===== config.mk =====
export PLATFORM = sky130hd
export DESIGN_NAME = irq_status_unit
export DESIGN_NICKNAME = d
export VERILOG_FILES = /design/src/rtl/irqs_pkg.sv /design/src/rtl/irqs_event_map.sv /design/src/rtl/irqs_status_reg.sv /design/src/rtl/irqs_mask_reg.sv /design/src/rtl/irq_status_unit.sv
export SDC_FILE = /design/constraint.sdc
export NUM_CORES = 1
export LEC_CHECK = 0
export BUFFER_PORTS_ARGS = -buffer_cell sky130_fd_sc_hd__buf_2
export CAP_MARGIN = 20
export CORE_ASPECT_RATIO = 0.9
export CORE_UTILIZATION = 49
export CTS_BUF_LIST = sky130_fd_sc_hd__clkbuf_16
export CTS_CLUSTER_DIAMETER = 40
export DETAILED_ROUTE_END_ITERATION = 8
export PLACE_DENSITY = 0.82
export SLEW_MARGIN = 10
export SYNTH_ARGS = -nofsm -noshare
export SYNTH_HDL_FRONTEND = slang
export SYNTH_SLANG_ARGS = --single-unit
export TNS_END_PERCENT = 50

===== constraint.sdc =====
create_clock -name clk -period 1.42 [get_ports clk]
set_input_delay 0.284 -clock clk [delete_from_list [all_inputs] [get_ports clk]]
set_output_delay 0.284 -clock clk [all_outputs]
set_load 0.03 [all_outputs]

===== src/rtl/irqs_pkg.sv =====
package irqs_pkg;
    localparam int STAT_W = 8;

    localparam int B_RCV     = 0;
    localparam int B_TXDONE  = 1;
    localparam int B_TXEMPTY = 2;
    localparam int B_ALLOC   = 3;
    localparam int B_OVRN    = 4;
    localparam int B_LINK    = 5;
    localparam int B_ERX     = 6;
    localparam int B_MGMT    = 7;
    localparam int AUX_W     = STAT_W - B_OVRN;

    localparam logic [STAT_W-1:0] ACK_MASK   = 8'hD6;
    localparam logic [STAT_W-1:0] RESET_STAT = 8'h04;
    localparam logic [STAT_W-1:0] RESET_MASK = 8'h00;

    typedef enum logic {
        REG_ACK  = 1'b0,
        REG_MASK = 1'b1
    } wr_target_e;

    typedef struct packed {
        logic [STAT_W-1:0] set;
        logic [STAT_W-1:0] clr;
    } stat_upd_t;

    function automatic logic [STAT_W-1:0] apply_upd(input logic [STAT_W-1:0] cur,
                                                    input stat_upd_t upd);
        return (cur & ~upd.clr) | upd.set;
    endfunction
endpackage


===== src/rtl/irqs_event_map.sv =====
module irqs_event_map
    import irqs_pkg::*;
(
    input  logic [AUX_W-1:0]  aux_evt,
    input  logic              alloc_ok,
    input  logic              alloc_cmd,
    input  logic              rx_frame,
    input  logic              rx_pop,
    input  logic              rx_left,
    input  logic              tx_idle,
    input  logic              done_nonempty,
    input  logic              ack_wr,
    input  logic [STAT_W-1:0] ack_data,
    output stat_upd_t         upd
);
    logic [STAT_W-1:0] set_v;
    logic [STAT_W-1:0] clr_v;

    always_comb begin
        set_v = '0;
        clr_v = '0;
        set_v[B_RCV]     = rx_frame | (rx_pop & rx_left);
        set_v[B_TXDONE]  = done_nonempty;
        set_v[B_TXEMPTY] = tx_idle;
        set_v[B_ALLOC]   = alloc_ok;
        for (int k = 0; k < AUX_W; k++) begin
            set_v[B_OVRN + k] = aux_evt[k];
        end
        if (ack_wr) begin
            clr_v = ack_data & ACK_MASK;
        end
        if (rx_pop && !rx_left) begin
            clr_v[B_RCV] = 1'b1;
        end
        if (alloc_cmd) begin
            clr_v[B_ALLOC] = 1'b1;
        end
    end

    assign upd.set = set_v;
    assign upd.clr = clr_v;
endmodule


===== src/rtl/irqs_status_reg.sv =====
module irqs_status_reg
    import irqs_pkg::*;
(
    input  logic              clk,
    input  logic              rst,
    input  stat_upd_t         upd,
    output logic [STAT_W-1:0] stat_q
);
    logic [STAT_W-1:0] stat_d;

    assign stat_d = apply_upd(stat_q, upd);

    for (genvar i = 0; i < STAT_W; i++) begin : g_bit
        always_ff @(posedge clk) begin
            if (rst) begin
                stat_q[i] <= RESET_STAT[i];
            end else begin
                stat_q[i] <= stat_d[i];
            end
        end

        assert_set_wins_R6 : assert property (@(posedge clk) disable iff (rst)
            upd.set[i] |=> stat_q[i]);
    end

    assert_reset_value_R1 : assert property (@(posedge clk) disable iff (rst)
        $past(rst) |-> (stat_q == RESET_STAT));

    assert_link_sticky_R12 : assert property (@(posedge clk) disable iff (rst)
        stat_q[B_LINK] |=> stat_q[B_LINK]);
endmodule


===== src/rtl/irqs_mask_reg.sv =====
module irqs_mask_reg
    import irqs_pkg::*;
(
    input  logic              clk,
    input  logic              rst,
    input  logic              mask_wr,
    input  logic [STAT_W-1:0] wr_data,
    output logic [STAT_W-1:0] mask_q
);
    always_ff @(posedge clk) begin
        if (rst) begin
            mask_q <= RESET_MASK;
        end else if (mask_wr) begin
            mask_q <= wr_data;
        end
    end

    assert_mask_store_R11 : assert property (@(posedge clk) disable iff (rst)
        mask_wr |=> (mask_q == $past(wr_data)));

    assert_mask_hold_R11 : assert property (@(posedge clk) disable iff (rst)
        !mask_wr |=> $stable(mask_q));
endmodule


===== src/rtl/irq_status_unit.sv =====
module irq_status_unit
    import irqs_pkg::*;
(
    input  logic              clk,
    input  logic              rst,
    input  logic [AUX_W-1:0]  aux_evt_i,
    input  logic              alloc_ok_i,
    input  logic              alloc_cmd_i,
    input  logic              rx_frame_i,
    input  logic              rx_pop_i,
    input  logic              rx_left_i,
    input  logic              tx_idle_i,
    input  logic              done_nonempty_i,
    input  logic              wr_en_i,
    input  logic              wr_sel_i,
    input  logic [STAT_W-1:0] wr_data_i,
    input  logic              rd_sel_i,
    output logic [STAT_W-1:0] rd_data_o,
    output logic              irq_o,
    output logic              done_pop_o
);
    wr_target_e        tgt;
    logic              ack_wr;
    logic              mask_wr;
    stat_upd_t         upd;
    logic [STAT_W-1:0] stat_q;
    logic [STAT_W-1:0] mask_q;

    assign tgt     = wr_target_e'(wr_sel_i);
    assign ack_wr  = wr_en_i && (tgt == REG_ACK);
    assign mask_wr = wr_en_i && (tgt == REG_MASK);

    irqs_event_map u_map (
        .aux_evt       (aux_evt_i),
        .alloc_ok      (alloc_ok_i),
        .alloc_cmd     (alloc_cmd_i),
        .rx_frame      (rx_frame_i),
        .rx_pop        (rx_pop_i),
        .rx_left       (rx_left_i),
        .tx_idle       (tx_idle_i),
        .done_nonempty (done_nonempty_i),
        .ack_wr        (ack_wr),
        .ack_data      (wr_data_i),
        .upd           (upd)
    );

    irqs_status_reg u_stat (
        .clk    (clk),
        .rst    (rst),
        .upd    (upd),
        .stat_q (stat_q)
    );

    irqs_mask_reg u_mask (
        .clk     (clk),
        .rst     (rst),
        .mask_wr (mask_wr),
        .wr_data (wr_data_i),
        .mask_q  (mask_q)
    );

    assign irq_o      = |(stat_q & mask_q);
    assign done_pop_o = ack_wr && wr_data_i[B_TXDONE];
    assign rd_data_o  = rd_sel_i ? mask_q : stat_q;

    // an acknowledge never drops a bit outside the clearable set
    assert_ack_scope_R4 : assert property (@(posedge clk) disable iff (rst)
        (ack_wr && !rx_pop_i && !alloc_cmd_i)
        |=> (($past(stat_q) & ~ACK_MASK & ~stat_q) == '0));

    assert_rx_empty_clear_R8 : assert property (@(posedge clk) disable iff (rst)
        (rx_pop_i && !rx_left_i && !rx_frame_i) |=> !stat_q[B_RCV]);

    assert_alloc_clear_R10 : assert property (@(posedge clk) disable iff (rst)
        (alloc_cmd_i && !alloc_ok_i) |=> !stat_q[B_ALLOC]);

    assert_irq_low_after_reset_R1 : assert property (@(posedge clk) disable iff (rst)
        $past(rst) |-> !irq_o);
endmodule


Yosys cells after proc, flatten, opt, wreduce, memory -nomap -nowiden:

Index checks and enable logic that the tools add are counted.

* register bits after elaboration: 16
* bits of input ports: 24
* output and inout port bits: 10
* logic and storage cells: 26

* multiplexer cells: 4
* bitwise operators: 7
* reduce and logical (&&, ||, !) cells: 6

Operators by type and width (count)
* 8-bit AND: 2
* 8-bit two-way mux: 2
* 8-bit inverter: 1
* 8-bit OR: 1
* 8-bit OR reduction: 1
* 1-bit logical AND: 4
* 1-bit two-way mux: 2
* 1-bit AND: 1
* 1-bit zero test: 1
* 1-bit inverter: 1
* 1-bit OR: 1

Longest topological paths before layout:

* word-level depth: 7
* depth in mapped cells: 3
* mapped depth without buffers: 2

Hierarchy:

From an unflattened synthesis, not the netlist that was laid out.

* cells, all modules: 93
* area total of the unflattened synthesis: 967.2 sq um

By module, submodules not included
* irqs_status_reg: instances 1, cells each 33, area an instance 379.1 sq um, seq. area each 160.2 sq um
* irqs_mask_reg: instances 1, cells each 26, area an instance 285.3 sq um, seq. area each 160.2 sq um
* irq_status_unit: instances 1, cells each 17, area an instance 186.4 sq um, seq. area each 0.0 sq um
* irqs_event_map: instances 1, cells each 17, area an instance 116.4 sq um, seq. area each 0.0 sq um

Worst setup path after synthesis:

No wires, ideal clock.

* kind: in2out
* start point: in rd_sel_i
* end point: out rd_data_o[0]
* arrival time: 0.876 ns
* data required time: 1.136 ns
* setup slack: 0.260 ns
* cell stages on the path: 2
* buffers on the path: 1
* cell sequence: buf_2 -> mux2_2

* word-level cells in the longest chain between the ends: 1

Ends and longest elaborated chain
* start: declaration: line irq_status_unit.sv:17 `input logic rd_sel_i,`
* 8-bit two-way mux: line irq_status_unit.sv:64 `assign rd_data_o = rd_sel_i ? mask_q : stat_q;`
* end: declaration: line irq_status_unit.sv:18 `output logic [STAT_W-1:0] rd_data_o,`

No other way between the ends.

Worst setup path after layout:

* start point: reg u_stat.stat_q[4]
* end point: out irq_o

* word-level cells in the longest chain between the ends: 2

Ends and longest elaborated chain
* start: declaration: line irqs_status_reg.sv:7 `output logic [STAT_W-1:0] stat_q`
* start signal: indexed assignment: line irqs_status_reg.sv:16 `stat_q[i] <= RESET_STAT[i];`
* start signal: indexed assignment: line irqs_status_reg.sv:18 `stat_q[i] <= stat_d[i];`
* 8-bit AND: line irq_status_unit.sv:62 `assign irq_o = |(stat_q & mask_q);`
* 8-bit OR reduction: line irq_status_unit.sv:62
* end: declaration: line irq_status_unit.sv:19 `output logic irq_o,`

No other way between the ends.

==> flow_metrics.env <==
export IMPL_status="finished, final reports clean"
export IMPL_synth_warning_count=0
export IMPL_synth_cells=83
export IMPL_reg2reg_setup_slack_ps=590
export IMPL_grt_pass1_vias=622
export IMPL_viasPerCell=5.35
export IMPL_holdPathEnd="u_stat.stat_q[2]"
export IMPL_cp_arrival_ps=1090
export IMPL_track_usage_pct=23.3
export IMPL_placed_area_um2=966
export IMPL_crit_fanout=3
export IMPL_worst_pin_slew_ps=309
export IMPL_area_growth_synth_to_final_pct=33.4
export IMPL_fin_worst_skew_ps=0
export IMPL_route_detailed_drc=0
export IMPL_fin_crit_ps=1380
export IMPL_vias=738
export IMPL_whs_path_depth=2
export IMPL_io_pins=34
export IMPL_clockBufferDepth=2
export IMPL_synth_simple_area_share_pct=18.2
export IMPL_postLayoutCellArea_mm2=0.00105
export IMPL_cts_tree="done"
export IMPL_layout_commonest_cell="buf_2"
export IMPL_synth_seq_cells=16
export IMPL_core_area_mm2=0.00148
export IMPL_slew_headroom_pct=79.4
export IMPL_drive_gt1_share_pct=42.2
export IMPL_hold_path_class="input pin to flip-flop"
export IMPL_hold_viol=0
export IMPL_ir_drop_mv=0.664
export IMPL_synth_top_family_by_area="compound AO/OA/AOI/OAI gates"
export IMPL_antenna_found_initial=0
export IMPL_root_buffer="clkbuf_16"
export IMPL_synthAdderAreaFrac_pct=0
export IMPL_routed_wl_mm=1.91
export IMPL_r2r_cells=2
export IMPL_place_congestion=0.764
export IMPL_hpwl_mm=1.25
export IMPL_synth_compound_area_share_pct=22.2
export IMPL_die_area_mm2=0.00178
export IMPL_ant_nets=0
export IMPL_finalCritPeriodShare_pct=96.9
export IMPL_power_density_mw_per_mm2=1180
export IMPL_initial_core_util_pct=53.4
export IMPL_drtIter0Drc=22
export IMPL_synth_edf_count=0
export IMPL_yosysSeqAreaShare_pct=40.5
export IMPL_finalSetupViolCount=0
export IMPL_synth_distinct_cells=21
export IMPL_rows=13
export IMPL_insertedDiodeCount=0
export IMPL_r2r_end="u_mask.mask_q[4]"
export IMPL_slew_viol_final=0
export IMPL_post_cts_buffers=0
export IMPL_htree_num_levels=1
export IMPL_synth_mux_area_share_pct=12.7
export IMPL_worstSetupPathType="flip-flop to primary output"
export IMPL_endpoint_kind="primary output"
export IMPL_cp_start_kind="flip-flop"
export IMPL_syn_nets=107
export IMPL_power_uw=1250
export IMPL_maxCapViolCount=0
export IMPL_synth_area_um2=791
export IMPL_die_h_um=40.1
export IMPL_dr_pass1_iters=4
export IMPL_grt_pass1_wl_mm=2.88
export IMPL_multi_input_area_um2=429
export IMPL_ys_flop_type="dfxtp_1"
export IMPL_cts_buffers=3
export IMPL_grt_max_degree=18
export IMPL_nNetsFinal=141
export IMPL_clock_fmax_mhz=727
export IMPL_seq_area_um2=320
export IMPL_cts_sinks=16
export IMPL_io_buffers=33
export IMPL_post_drt_wl_per_cell_um=13.9
export IMPL_reg2reg_from="u_mask.mask_q[4]"
export IMPL_required_ps=1140
export IMPL_yosys_area_share_xor_xnor_pct=0
export IMPL_layout_common_cells="buf_2, dfxtp_1, a21oi_1"
export IMPL_clk_latency_ps=240
export IMPL_p_leak_uw=0.000492
export IMPL_fill_cells=112
export IMPL_async_flop_share_pct=0
export IMPL_dieWidth_um=44.3
export IMPL_synth_area_per_cell_um2=9.53
export IMPL_hold_start="tx_idle_i"
export IMPL_clk_pin_slew_ps=50
export IMPL_overflow=0
==> repair_timing <==
item	CTS	global route
gates resized for setup	0	2
endpoints found under the setup margin	0	1
hold buffers	0	0
==> power by group <==
part | internal [uW] | switching [uW]
combinational | 92.8 | 118
clock | 373 | 166
sequential | 477 | 22.7
total | 942 | 307
==> kinds of logic after synthesis <==
family          Yosys count
simple gates             24
flops                    16
buf+inv                  10
compound gates           24
mux                       9
==> worst max path at each step <==
stage	startpoint	end	slack, ps	cells after the start
final	u_stat.stat_q[4]	irq_o	40	3
after global routing	u_stat.stat_q[4]	irq_o	-10	3
after CTS	u_stat.stat_q[0]	irq_o	30	3
after detailed placement	rd_sel_i	rd_data_o[4]	100	3
after global placement	rd_sel_i	rd_data_o[4]	110	3
after floorplan	rd_sel_i	rd_data_o[0]	260	2
==> state kept, by name, indices dropped and copies added, names as in the netlist <==
| name | cells |
|---|---|
| u_stat.stat_q | 8 |
| u_mask.mask_q | 8 |
==> worst max-delay path, cell delays in order (launching register included) <==
cell and delay, ps:
dfxtp_1 340, a22oi_2 220, nand4_1 90, buf_2 190
==> Yosys cell counts (2+ instances only) <==
library cell / count / area, um^2
a21bo_1: 8 / 80.1
a21oi_1: 10 / 50.1
a22oi_1: 4 / 30.0
and4bb_1: 2 / 25.0
buf_2: 5 / 25.0
dfxtp_1: 16 / 320
inv_1: 3 / 11.3
mux2_2: 8 / 90.1
nand2b_1: 2 / 12.5
nand3_1: 8 / 40.0
nor2_1: 5 / 18.8
nor3_1: 3 / 15.0
==> routing by layer <==
metal	track usage, %	up-vias	part of all wire [%]
li1	-	372	-
met1	29.2	332	44
met2	40.1	32	49
met3	4.50	2	6.7
met4	9.09	0	0.63
met5	0	-	0
==> per-stage QoR <==
stage                     utilization, %  hold slack (ps)  instances  worst slack, ps  TNS [ps]
after global routing                71.3              227        138            -12.6     -12.6
after floorplan                        -              378         83              260         0
after CTS                           70.6              230        138             27.0         0
final                               71.3              226        138             44.0         0
after detailed placement            65.3              476        134              104         0
after global placement              65.3              465        134              114         0
==> area by class of cell <==
type	instances	share of cell area [%]
Multi-Input combinational cell	57	40.7
Sequential cell	16	30.4
Timing Repair Buffer	36	17.8
Clock buffer	3	7.12
Tap cell	22	2.61
Inverter	3	1.07
Clock inverter	1	0.356
Power figures use the tool's default switching activity.
